--- config.mk ---
export PLATFORM = sky130hd
export DESIGN_NAME = ppg_dual
export DESIGN_NICKNAME = d
export VERILOG_FILES = /design/src/rtl/ppg_pkg.sv /design/src/rtl/ppg_regs.sv /design/src/rtl/ppg_tick_sel.sv /design/src/rtl/ppg_core.sv /design/src/rtl/ppg_dual.sv
export SDC_FILE = /design/constraint.sdc
export NUM_CORES = 1
export LEC_CHECK = 0
export BUFFER_PORTS_ARGS = -buffer_cell sky130_fd_sc_hd__buf_2
export CORE_ASPECT_RATIO = 0.8
export CORE_MARGIN = 2
export CORE_UTILIZATION = 50
export CTS_CLUSTER_DIAMETER = 40
export CTS_CLUSTER_SIZE = 20
export DETAILED_ROUTE_END_ITERATION = 8
export PLACE_DENSITY = 0.67
export SLEW_MARGIN = 30
export SYNTH_ARGS = -nofsm -noshare
export SYNTH_HDL_FRONTEND = slang
export SYNTH_HIERARCHICAL = 1
export SYNTH_SLANG_ARGS = --single-unit
export TNS_END_PERCENT = 30
--- constraint.sdc ---
create_clock -name clk -period 7.2 [get_ports clk]
set_input_delay 2.16 -clock clk [delete_from_list [all_inputs] [get_ports clk]]
set_output_delay 2.16 -clock clk [all_outputs]
set_load 0.02 [all_outputs]
--- src/rtl/ppg_pkg.sv ---
package ppg_pkg;
  localparam int RW   = 8;
  localparam int SELW = 3;
  localparam int AW   = 3;

  typedef enum logic [1:0] {
    MODE_SPLIT = 2'd0,
    MODE_WIDE  = 2'd1,
    MODE_CASC  = 2'd2,
    MODE_ALT   = 2'd3
  } mode_e;

  typedef struct packed {
    logic [SELW-1:0] sel;
    logic            en;
  } ctl_t;

  localparam logic [AW-1:0] ADR_LO_A  = 3'd0;
  localparam logic [AW-1:0] ADR_HI_A  = 3'd1;
  localparam logic [AW-1:0] ADR_LO_B  = 3'd2;
  localparam logic [AW-1:0] ADR_HI_B  = 3'd3;
  localparam logic [AW-1:0] ADR_CTL_A = 3'd4;
  localparam logic [AW-1:0] ADR_CTL_B = 3'd5;
  localparam logic [AW-1:0] ADR_MODE  = 3'd6;

  // cycles spent in one phase for reload value val at tick select sel
  function automatic int unsigned phase_len(input int unsigned val, input int unsigned sel);
    return (val + 1) << sel;
  endfunction
endpackage

--- src/rtl/ppg_regs.sv ---
module ppg_regs
  import ppg_pkg::*;
#(
  parameter int DW = RW
) (
  input  logic                 clk,
  input  logic                 rst_n,
  input  logic                 wr_en,
  input  logic [AW-1:0]        wr_addr,
  input  logic [DW-1:0]        wr_data,
  output logic [1:0][DW-1:0]   lo_val,
  output logic [1:0][DW-1:0]   hi_val,
  output ctl_t [1:0]           ctl,
  output mode_e                mode
);
  always_ff @(posedge clk) begin
    if (!rst_n) begin
      lo_val <= '0;
      hi_val <= '0;
      ctl    <= '0;
      mode   <= MODE_SPLIT;
    end else if (wr_en) begin
      unique case (wr_addr)
        ADR_LO_A:  lo_val[0] <= wr_data;
        ADR_HI_A:  hi_val[0] <= wr_data;
        ADR_LO_B:  lo_val[1] <= wr_data;
        ADR_HI_B:  hi_val[1] <= wr_data;
        ADR_CTL_A: ctl[0]    <= ctl_t'(wr_data[SELW:0]);
        ADR_CTL_B: ctl[1]    <= ctl_t'(wr_data[SELW:0]);
        ADR_MODE:  mode      <= mode_e'(wr_data[1:0]);
        default: ;
      endcase
    end
  end

  a_r2_mode_write: assert property (@(posedge clk) disable iff (!rst_n)
    (wr_en && wr_addr == ADR_MODE) |=> (mode == $past(wr_data[1:0])));
  a_r2_ctl_write: assert property (@(posedge clk) disable iff (!rst_n)
    (wr_en && wr_addr == ADR_CTL_A) |=> (ctl[0].en == $past(wr_data[0])));
endmodule

--- src/rtl/ppg_tick_sel.sv ---
module ppg_tick_sel
  import ppg_pkg::*;
#(
  parameter int SW   = SELW,
  localparam int ND  = 1 << SW
) (
  input  logic [ND-1:0] div_ticks,
  input  logic [SW-1:0] sel,
  output logic          tick
);
  assign tick = div_ticks[sel];
endmodule

--- src/rtl/ppg_core.sv ---
module ppg_core #(
  parameter int W = 8
) (
  input  logic         clk,
  input  logic         rst_n,
  input  logic         en,
  input  logic         tick,
  input  logic [W-1:0] lo_val,
  input  logic [W-1:0] hi_val,
  output logic         level,
  output logic         uf
);
  logic [W-1:0] cnt;
  logic         en_d;
  logic         start;
  logic         run;

  assign start = en & ~en_d;
  assign run   = en & en_d;
  assign uf    = run & tick & (cnt == '0);

  always_ff @(posedge clk) begin
    if (!rst_n) begin
      cnt   <= '0;
      en_d  <= 1'b0;
      level <= 1'b0;
    end else begin
      en_d <= en;
      if (!en) begin
        level <= 1'b0;
      end else if (start) begin
        cnt   <= lo_val;
        level <= 1'b0;
      end else if (uf) begin
        level <= ~level;
        cnt   <= level ? lo_val : hi_val;
      end else if (run && tick) begin
        cnt <= cnt - 1'b1;
      end
    end
  end

  a_r3_start_low: assert property (@(posedge clk) disable iff (!rst_n)
    start |=> (!level && cnt == $past(lo_val)));
  a_r4_flip_on_zero: assert property (@(posedge clk) disable iff (!rst_n)
    uf |=> (level != $past(level)));
  a_r5_step_down: assert property (@(posedge clk) disable iff (!rst_n)
    (run && tick && cnt != '0) |=> (cnt == $past(cnt) - 1'b1));
  a_r5_hold_idle: assert property (@(posedge clk) disable iff (!rst_n)
    (run && !tick) |=> $stable(cnt));
  a_r6_off_low: assert property (@(posedge clk) disable iff (!rst_n)
    !en |=> (!level && $stable(cnt)));
endmodule

--- src/rtl/ppg_dual.sv ---
module ppg_dual
  import ppg_pkg::*;
#(
  parameter int DW   = RW,
  parameter int SW   = SELW,
  localparam int ND  = 1 << SW
) (
  input  logic          clk,
  input  logic          rst_n,
  input  logic          wr_en,
  input  logic [AW-1:0] wr_addr,
  input  logic [DW-1:0] wr_data,
  input  logic [ND-1:0] div_ticks,
  output logic          pwm_a,
  output logic          pwm_b
);
  logic [1:0][DW-1:0] lo_val, hi_val;
  ctl_t [1:0]         ctl;
  mode_e              mode;
  logic               wide, casc;
  logic [1:0]         tick_sel, core_tick, core_en, level, uf;
  logic               level_w, uf_w;

  ppg_regs #(.DW(DW)) u_regs (
    .clk, .rst_n, .wr_en, .wr_addr, .wr_data,
    .lo_val, .hi_val, .ctl, .mode
  );

  assign wide = (mode == MODE_WIDE);
  assign casc = (mode == MODE_CASC);

  for (genvar i = 0; i < 2; i++) begin : g_ch
    ppg_tick_sel #(.SW(SW)) u_sel (
      .div_ticks, .sel(ctl[i].sel[SW-1:0]), .tick(tick_sel[i])
    );
    if (i == 0) begin : g_lead
      assign core_tick[i] = tick_sel[i];
    end else begin : g_follow
      assign core_tick[i] = casc ? uf[0] : tick_sel[i];
    end
    assign core_en[i] = ctl[i].en & ~wide;
    ppg_core #(.W(DW)) u_core (
      .clk, .rst_n, .en(core_en[i]), .tick(core_tick[i]),
      .lo_val(lo_val[i]), .hi_val(hi_val[i]),
      .level(level[i]), .uf(uf[i])
    );
  end

  ppg_core #(.W(2*DW)) u_wide (
    .clk, .rst_n, .en(ctl[0].en & wide), .tick(tick_sel[0]),
    .lo_val({lo_val[1], lo_val[0]}), .hi_val({hi_val[1], hi_val[0]}),
    .level(level_w), .uf(uf_w)
  );

  assign pwm_a = level[0];
  assign pwm_b = wide ? level_w : level[1];

  a_r8_wide_quiet_a: assert property (@(posedge clk) disable iff (!rst_n)
    wide |=> !pwm_a);
  a_r8_wide_flip: assert property (@(posedge clk) disable iff (!rst_n)
    (wide && uf_w) |=> (!wide || pwm_b != $past(pwm_b)));
  a_r9_casc_step: assert property (@(posedge clk) disable iff (!rst_n)
    (casc && uf[1]) |-> uf[0]);
endmodule

### Yosys cells after proc, flatten, opt, wreduce, memory -nomap -nowiden

Cells that the tools add are included.

| word-level totals | value |
|---|---|
| input port bits | 22 |
| output and inout port bits | 2 |
| register bits after elaboration | 80 |
| logic and storage cells | 98 |

| operators by class | value |
|---|---|
| bitwise logic cells | 26 |
| $lt $le $gt $ge | 2 |
| mux-type cells | 18 |
| eq/ne operators | 8 |
| add/subtract/negate cells | 3 |
| reduce and logical (&&, ||, !) cells | 23 |

Operators with widths:

| cell | count |
|---|---|
| 16-bit two-way mux | 4 |
| 8-bit two-way mux | 8 |
| 2-bit AND reduction | 10 |
| 16-bit zero test | 1 |
| 8-bit zero test | 2 |
| 16-bit by 1-bit subtractor with 16-bit output (second input constant) | 1 |
| 8-bit by 1-bit subtractor with 8-bit output (second input constant) | 2 |
| 1-bit AND | 15 |
| 1-bit inverter | 11 |
| 3-bit equality test (second input constant) | 3 |
| 3-bit nonzero test | 3 |
| 3-bit OR reduction | 3 |
| 3-bit by 4-bit less-than comparator with 1-bit output (second input constant) | 2 |
| 1-bit binary-select mux with 3-bit select | 2 |
| 3-bit by 2-bit equality test with 1-bit output (second input constant) | 2 |
| 1-bit two-way mux | 4 |
| 3-bit by 1-bit equality test with 1-bit output (second input constant) | 1 |
| 1-bit logical AND | 3 |
| 3-bit zero test | 1 |
| 2-bit by 1-bit equality test with 1-bit output (second input constant) | 1 |
| 2-bit equality test (second input constant) | 1 |

### Longest topological paths before layout

Gate-level depths: netlist of the first run.

| depth | value |
|---|---|
| depth in word-level cells | 11 |
| gate-level depth with buffers | 9 |

### Cells and area by module

The synthesis of the first run kept the hierarchy.

By module, submodules not included:

| module | seq. area each (um2) | area an instance (um2) | times used | cells an instance |
|---|---|---|---|---|
| ppg_regs | 840.8 | 1572.8 | 1 | 152 |
| ppg_core (g_ch[0].u_core ...) | 200.2 | 784.5 | 2 | 92 |
| ppg_core (u_wide) | 360.3 | 1296.2 | 1 | 149 |
| ppg_tick_sel | 0.0 | 63.8 | 2 | 3 |
| ppg_dual | 0.0 | 70.1 | 1 | 8 |

### Worst setup path before layout of the first run

Ideal clock, no wire load.

| path | value |
|---|---|
| kind | input-to-reg |
| start | in div_ticks[3] |
| end | reg g_ch[1].u_core.cnt[3] |
| data required time | 7.083 ns |
| stages on the path | 9 |
| buffers on the path | 0 |
| slack | 3.110 ns |
| arrival time | 3.974 ns |
| cell sequence | mux4_1 -> mux2_2 -> nand3_4 -> nor3_4 -> mux2_4 -> nand3_4 -> nor3_4 -> mux2i_1 -> a22o_1 |

| between the ends | value |
|---|---|
| longest elaborated chain between the ends | 9 |
| elaborated cells on any way between the ends | 14 |

Ends and longest elaborated chain:

| item | line | RTL |
|---|---|---|
| start: declaration | ppg_dual.sv:13 | `input logic [ND-1:0] div_ticks,` |
| 1-bit binary-select mux with 3-bit select * | ppg_tick_sel.sv:11 | `assign tick = div_ticks[sel];` |
| 1-bit two-way mux (not written as such) * | ppg_tick_sel.sv:11 |  |
| named net core_tick[0] | ppg_dual.sv:21 | `logic [1:0] tick_sel, core_tick, core_en, level, uf;` |
| 1-bit AND * (2 in a row) | ppg_core.sv:20 | `assign uf = run & tick & (cnt == '0);` |
| named net uf[0] | ppg_dual.sv:21 |  |
| 1-bit two-way mux * | ppg_dual.sv:39 | `assign core_tick[i] = casc ? uf[0] : tick_sel[i];` |
| named net core_tick[1] | ppg_dual.sv:21 |  |
| 1-bit AND * (2 in a row) | ppg_core.sv:20 |  |
| named net uf[1] | ppg_dual.sv:21 |  |
| 3-bit nonzero test (no source line) or 8-bit two-way mux (tied branches) | -- |  |
| 2-bit AND reduction (no source line) or 8-bit two-way mux (tied branches) | -- |  |
| end signal: assignment | ppg_core.sv:32 | `cnt <= lo_val;` |
| end signal: assignment | ppg_core.sv:36 | `cnt <= level ? lo_val : hi_val;` |
| end signal: assignment | ppg_core.sv:38 | `cnt <= cnt - 1'b1;` |
| end: declaration | ppg_core.sv:13 | `logic [W-1:0] cnt;` |

Mark *: on every way through the listed nets, which the timed path passes. The rest lies on a longest branch. The select of a mux whose other input is x is not followed.
A chain may end at the register's enable or synchronous reset.

### Worst setup path in the final report of the first run

| path | value |
|---|---|
| start | in div_ticks[4] |
| end | reg g_ch[1].u_core.cnt[4] |

Same word-level chain as after synthesis.

==> results_dict.tcl, run 1 <==
set metrics [dict create \
    status "completed" \
    viasPerCell 6.146 \
    grt_pass1_vias 3654 \
    period_share_pct 56.62 \
    grt_setup_unrepaired "no" \
    synth-edff-count 0 \
    routedWlPerCell_um 18.19 \
    stdcell_area_sq_um 5086 \
    post-dp-hpwl_um 8136 \
    post_cts_resized 0 \
    die_w_um 111.7 \
    cp_top_family "simple AND/OR/NAND/NOR gates" \
    clkLatencyLatePin_ns 0.34 \
    cts_tree "done" \
    yosysWarnings 6 \
    ant_nets 0 \
    wl_um 11440 \
    final.setup.tns_ns 0 \
    hold_viol 0 \
    worst_path_largest_cell_delay_ns 0.33 \
    final_common_cell "nand2_1" \
    start_util_pct 51.29 \
    drt_iter0_markers 313 \
    slew-limit-headroom_pct 46.30 \
    hold_buffers 0 \
    powerDensity_nw_per_um2 196.0 \
    crit_chain "buf_2 > mux4_1 > mux2_2 > nand3_4 > nor3_4 > mux2_4 > nand3_4 > nor3_4 > mux2i_1 > a22o_1" \
    cts.htree.levels 3 \
    crit_path_end_kind "register" \
    dieArea_sq_um 10060 \
    slew_viol_final 0 \
    postSynth.asyncResetShare_pct 0 \
    fp-row-count 31 \
    first_pass_iters 4 \
    grt_antenna_before_repair 0 \
    path_class "input port to register" \
    clkSinkCount 80 \
    gp_congestion 0.8538 \
    setup_violations 0 \
    final.min_clock_period_ns 4.076 \
    vdd_drop_max_uv 137.0 \
    diodes 0 \
    grt_pass1_wl_um 18960 \
    skew_ns 0.007823 \
    drcViolationCount 0 \
    crit_buf_inv 1 \
    dieHeight_um 90.12 \
    cap_viol_max_count 0 \
    cts_buffers 9 \
    clockBufferDepth 2 \
    syn_avg_cell_area_sq_um 9.290 \
    vias 3866 \
    ys.flop_type "dfxtp_1" \
    worstPathArrival_ns 4.30 \
    critical-path-slowest-cell "nor3_4" \
    yosysSeqAreaShare_pct 34.55 \
    syn_to_final_growth_pct 9.717 \
    root_buffer "clkbuf_16" \
    num-nets-final 537 \
    cts_setup_buffers 0 \
    timing.fmax_mhz 245.3 \
    ys_types 58 \
    synthCells 499 \
    synthesis.nets 526 \
    io_pins 24 \
    layout_common_cells "nand2_1 (82), dfxtp_1 (79), mux2i_1 (78)" \
    placed_cell_area_sq_um 4776 \
    tightest_slew_ns 0.7995 \
    overflow 0 \
    coreArea_sq_um 9037 \
    critPathMaxFanout 8 \
    path_clk_slew_ns 0.06 \
    synth_area_sq_um 4636 \
    drive_gt1_share_pct 11.87 \
    yosys_register_bits 80 \
    port_buffers 23 \
    critPathLaunchType "input port" \
    min_path_type "register to register" \
    p_leak_nw 2.012 \
    grt_max_degree 61 \
    required_ns 7.42 \
    track_usage_pct 23.45 \
]
worst reg2reg max path, delay by kind of cell, from the launching register on:
family / cells / cell delay [ns]
flip-flops: 1 / 0.34
adder cells (fa/ha/maj): 1 / 0.20
buffers and inverters: 1 / 0.07
AO/OA/AOI/OAI: 2 / 0.30
AND/OR/NAND/NOR: 3 / 1.76
power by group:
group          leakage (nW)  switching (mW)  internal [mW]
Clock                 0.147           0.180          0.300
Combinational          1.22          0.0366         0.0235
Sequential            0.647         0.00742          0.449
Total                  2.01           0.224          0.773
stage by stage:
| step | total power, mW | instances | util [%] | setup WS, ns | hold slack (ns) |
|---|---|---|---|---|---|
| floorplan | 0.5045 | 499 | - | 3.110 | 0.4344 |
| finish | 0.9970 | 629 | 56.28 | 3.124 | 0.4575 |
| global route | 1.027 | 629 | 56.28 | 3.014 | 0.4865 |
| CTS | 1.009 | 629 | 56.28 | 3.135 | 0.4641 |
| global placement | 0.5238 | 614 | 52.83 | 2.892 | 0.4456 |
| detailed placement | 0.5251 | 614 | 52.85 | 2.796 | 0.4561 |
state kept, by name (all words and copies together), names as in the netlist, 2 cells and up:
| name | count |
|---|---|
| u_regs/hi_val | 16 |
| u_regs/ctl | 8 |
| g_ch.u_core/en_d | 2 |
| g_ch.u_core/level | 2 |
| u_regs/mode | 2 |
| u_regs/lo_val | 16 |
| g_ch.u_core/cnt | 16 |
| u_wide/cnt | 16 |
routing by layer:
layer	track usage, %	part of all wire, %	vias up
li1	-	-	1878
met1	34.08	49	1847
met2	33.99	42	126
met3	5.732	6.6	15
met4	7.819	1.8	0
met5	0	0	-
Yosys cell counts (3+ instances only):
cell type  count  area share [%]
nand2_1       82             6.6
dfxtp_1       80              35
mux2i_1       78              17
nor3_1        19             2.1
nor2_1        15             1.2
o221ai_1      14             2.6
a21oi_1       13             1.4
a22o_1        13             2.5
inv_1         13             1.1
xnor2_1       13             2.5
clkbuf_1      12            0.97
o21ai_0       10             1.1
o21a_1         9             1.5
buf_2          8            0.86
nor2b_1        7            0.94
xor2_1         7             1.3
a31oi_1        6            0.81
buf_6          5             1.2
ha_1           5             1.3
o211ai_1       5            0.81
a222oi_1       4            0.86
a22oi_1        4            0.65
and2_1         4            0.54
mux2_2         4            0.97
mux4_1         4             2.3
nor3b_1        4            0.65
nor4_1         4            0.54
o31a_1         4            0.76
a211oi_1       3            0.49
a21o_1         3            0.49
a221oi_1       3            0.57
and3_1         3            0.40
nand3_1        3            0.32
nand4b_1       3            0.57
o41ai_1        3            0.57
cell families after synthesis:
group / after synthesis / synth area share [%]
AND/OR/NAND/NOR: 165 / 19.08
AO/OA/AOI/OAI: 102 / 16.25
multiplexers: 88 / 20.73
flip-flops: 80 / 34.55
buffers and inverters: 39 / 4.265
XOR/XNOR: 20 / 3.779
adder cells (fa/ha/maj): 5 / 1.350
worst paths after layout:
path	startpoint	end	slack, ns	cells after the start
worst min-delay path	u_regs/ctl[4]$_SDFFE_PN0P_	u_regs/ctl[4]$_SDFFE_PN0P_	0.46	2
worst max register to register	u_wide/cnt[0]$_SDFFE_PN0P_	u_wide/cnt[6]$_SDFFE_PN0P_	4.41	7
worst max-delay path	div_ticks[4]	g_ch[1].u_core/cnt[4]$_SDFFE_PN0P_	3.12	10
worst min register to register	u_regs/ctl[4]$_SDFFE_PN0P_	u_regs/ctl[4]$_SDFFE_PN0P_	0.46	2
area by class of cell:
class                   count  area, sq um
clock buffers               9        225.2
flip-flops and latches     80         1603
inverters                  13        48.80
well taps                 115        143.9
repair buffers             26        137.6
clock inverters             6        85.08
multi-input cells         380         2843
fillers                   816         3951
No activity file was read; power rests on OpenSTA's default activity.
==> run 2, diff against run 1 <==
- clock period: 7.2 -> 3.9 ns (I/O delays scaled with it)
==> results_dict.tcl, run 2 (synthesis gave the netlist of run 1 again) <==
set metrics [dict create \
    first_pass_iters 5 \
    min_from "u_regs/ctl[4]$_SDFFE_PN0P_" \
    whs_path_depth 2 \
    drt_iter0_markers 342 \
    required_ns 4.13 \
    die_w_um 111.7 \
    grt_pass1_wl_um 18760 \
    finalWorstSetupSlack_ns 0.8350 \
    start_util_pct 51.29 \
    startpoint "div_ticks[6]" \
    syn_to_final_growth_pct 9.933 \
    grt_max_degree 45 \
    drcViolationCount 0 \
    clkLatencyLatePin_ns 0.35 \
    path_clk_slew_ns 0.07 \
    wl_um 11570 \
    gp_congestion 0.8482 \
    crit_path_end_kind "register" \
    worst_path_largest_cell_delay_ns 0.32 \
    hold_end "u_regs/ctl[4]$_SDFFE_PN0P_" \
    slew_viol_final 0 \
    final.min_clock_period_ns 3.065 \
    p_total_mw 1.780 \
    grt_setup_unrepaired "no" \
    cap_viol_max_count 0 \
    final_common_cell "nand2_1" \
    tightest_slew_ns 0.7759 \
    skew_ns 0.008538 \
    nFillCells 823 \
    cts_tree "done" \
    grt_use_met1_pct 33.14 \
    r2r_start "g_ch[0].u_core/cnt[0]$_SDFFE_PN0P_" \
    stdcell_area_sq_um 5096 \
    cts_setup_buffers 0 \
    worstPathArrival_ns 3.30 \
    critPathLaunchType "input port" \
    root_buffer "clkbuf_16" \
    grt_use_met3_pct 5.866 \
    post-dp-hpwl_um 8397 \
    critical-path-slowest-cell "nor3_4" \
    diodes 0 \
    reg2reg_depth 9 \
    critPathMaxFanout 8 \
    grt_pass1_vias 3597 \
    met2_usage_pct 34.90 \
    placed_cell_area_sq_um 4805 \
    fp-row-count 31 \
    cts_buffers 9 \
    reg2reg_slack_ns 1.23 \
    layout.cells.non_filler 634 \
    path_class "input port to register" \
    clockBufferDepth 2 \
    dp_slack_ns 0.5112 \
    track_usage_pct 23.14 \
    dpl.cell_count 618 \
    num-nets-final 541 \
    dieHeight_um 90.12 \
    min_path_type "register to register" \
    hold_buffers 0 \
    p_leak_nw 2.021 \
    powerDensity_nw_per_um2 349.2 \
    vias 3888 \
    dieArea_sq_um 10060 \
    post_cts_resized 0 \
    layout_common_cells "nand2_1 (82), dfxtp_1 (80), mux2i_1 (78)" \
    timing.fmax_mhz 326.3 \
    status "completed" \
    setup_violations 0 \
    busiest_layer "met2" \
    rr_endpoint "g_ch[1].u_core/cnt[4]$_SDFFE_PN0P_" \
    coreArea_sq_um 9037 \
    vdd_drop_max_uv 278.5 \
    final.setup.tns_ns 0 \
    port_buffers 23 \
    clkSinkCount 80 \
    grt_antenna_before_repair 0 \
    routedWlPerCell_um 18.24 \
    ant_nets 0 \
    drive_gt1_share_pct 12.52 \
    viasPerCell 6.132 \
    io_pins 24 \
    crit_chain "buf_2 > mux4_1 > mux2_2 > nand3_4 > nor3_4 > mux2_4 > nand3_4 > nor3_4 > mux2i_1 > a22o_1" \
    slew-limit-headroom_pct 48.27 \
    period_share_pct 78.59 \
    overflow 0 \
    cts.htree.levels 3 \
    hold_viol 0 \
]
[run 2: cell count changes in the layout (fill, tap and decap cells not counted), sizes merged]
cell	change
buf	+4
bufinv	-2
inv	+2
clkbuf	+1
[run 2: worst max-delay path by stage]
stage / end / slack (ns)
floorplan: g_ch[1].u_core/cnt[3]$_SDFFE_PN0P_ / 0.80
global placement: g_ch[1].u_core/cnt[4]$_SDFFE_PN0P_ / 0.58
detailed placement: g_ch[1].u_core/cnt[4]$_SDFFE_PN0P_ / 0.51
CTS: g_ch[1].u_core/cnt[4]$_SDFFE_PN0P_ / 0.87
global route: g_ch[1].u_core/cnt[2]$_SDFFE_PN0P_ / 0.71
finish: g_ch[1].u_core/cnt[4]$_SDFFE_PN0P_ / 0.84
[run 2: layout make-up]
| cell class | count | area [sq um] | share of cell area [%] |
|---|---|---|---|
| timing repair buffer | 30 | 167.7 | 3.290 |
| tap | 115 | 143.9 | 2.823 |
| clock inverter | 6 | 52.55 | 1.031 |
| clock buffer | 10 | 239.0 | 4.689 |
| multi-input combinational | 380 | 2843 | 55.78 |
| inverter | 13 | 48.80 | 0.9575 |
| sequential | 80 | 1602 | 31.43 |
[run 2: layer usage]
layer,wire [um],part of all wire (%),vias to the layer above
li1,-,-,1898
met3,728,6.3,11
met4,152,1.3,0
met5,0,0,-
met2,4934,43,121
met1,5749,50,1858
[run 2: worst max-delay path, delay by kind of cell]
family,cells,cell delay (ns)
buffers and inverters,1,0.09
AND/OR/NAND/NOR,4,0.92
AO/OA/AOI/OAI,1,0.24
multiplexers,4,0.88
[run 2: power breakdown]
group          switching, mW  leakage (nW)  total (mW)  internal (mW)
Clock                  0.366         0.137       0.824          0.457
Combinational         0.0681          1.24       0.113         0.0450
Sequential            0.0141         0.646       0.843          0.829
Total                  0.449          2.02        1.78           1.33
[run 2: through the flow]
| step | util (%) | hold slack [ns] |
|---|---|---|
| 6_report | 56.39 | 0.4773 |
| 5_1_grt | 56.39 | 0.4771 |
| 4_1_cts | 56.39 | 0.4708 |
| 3_5_place_dp | 53.16 | 0.4598 |
| 3_3_place_gp | 53.16 | 0.4529 |
| 2_1_floorplan | - | 0.4344 |
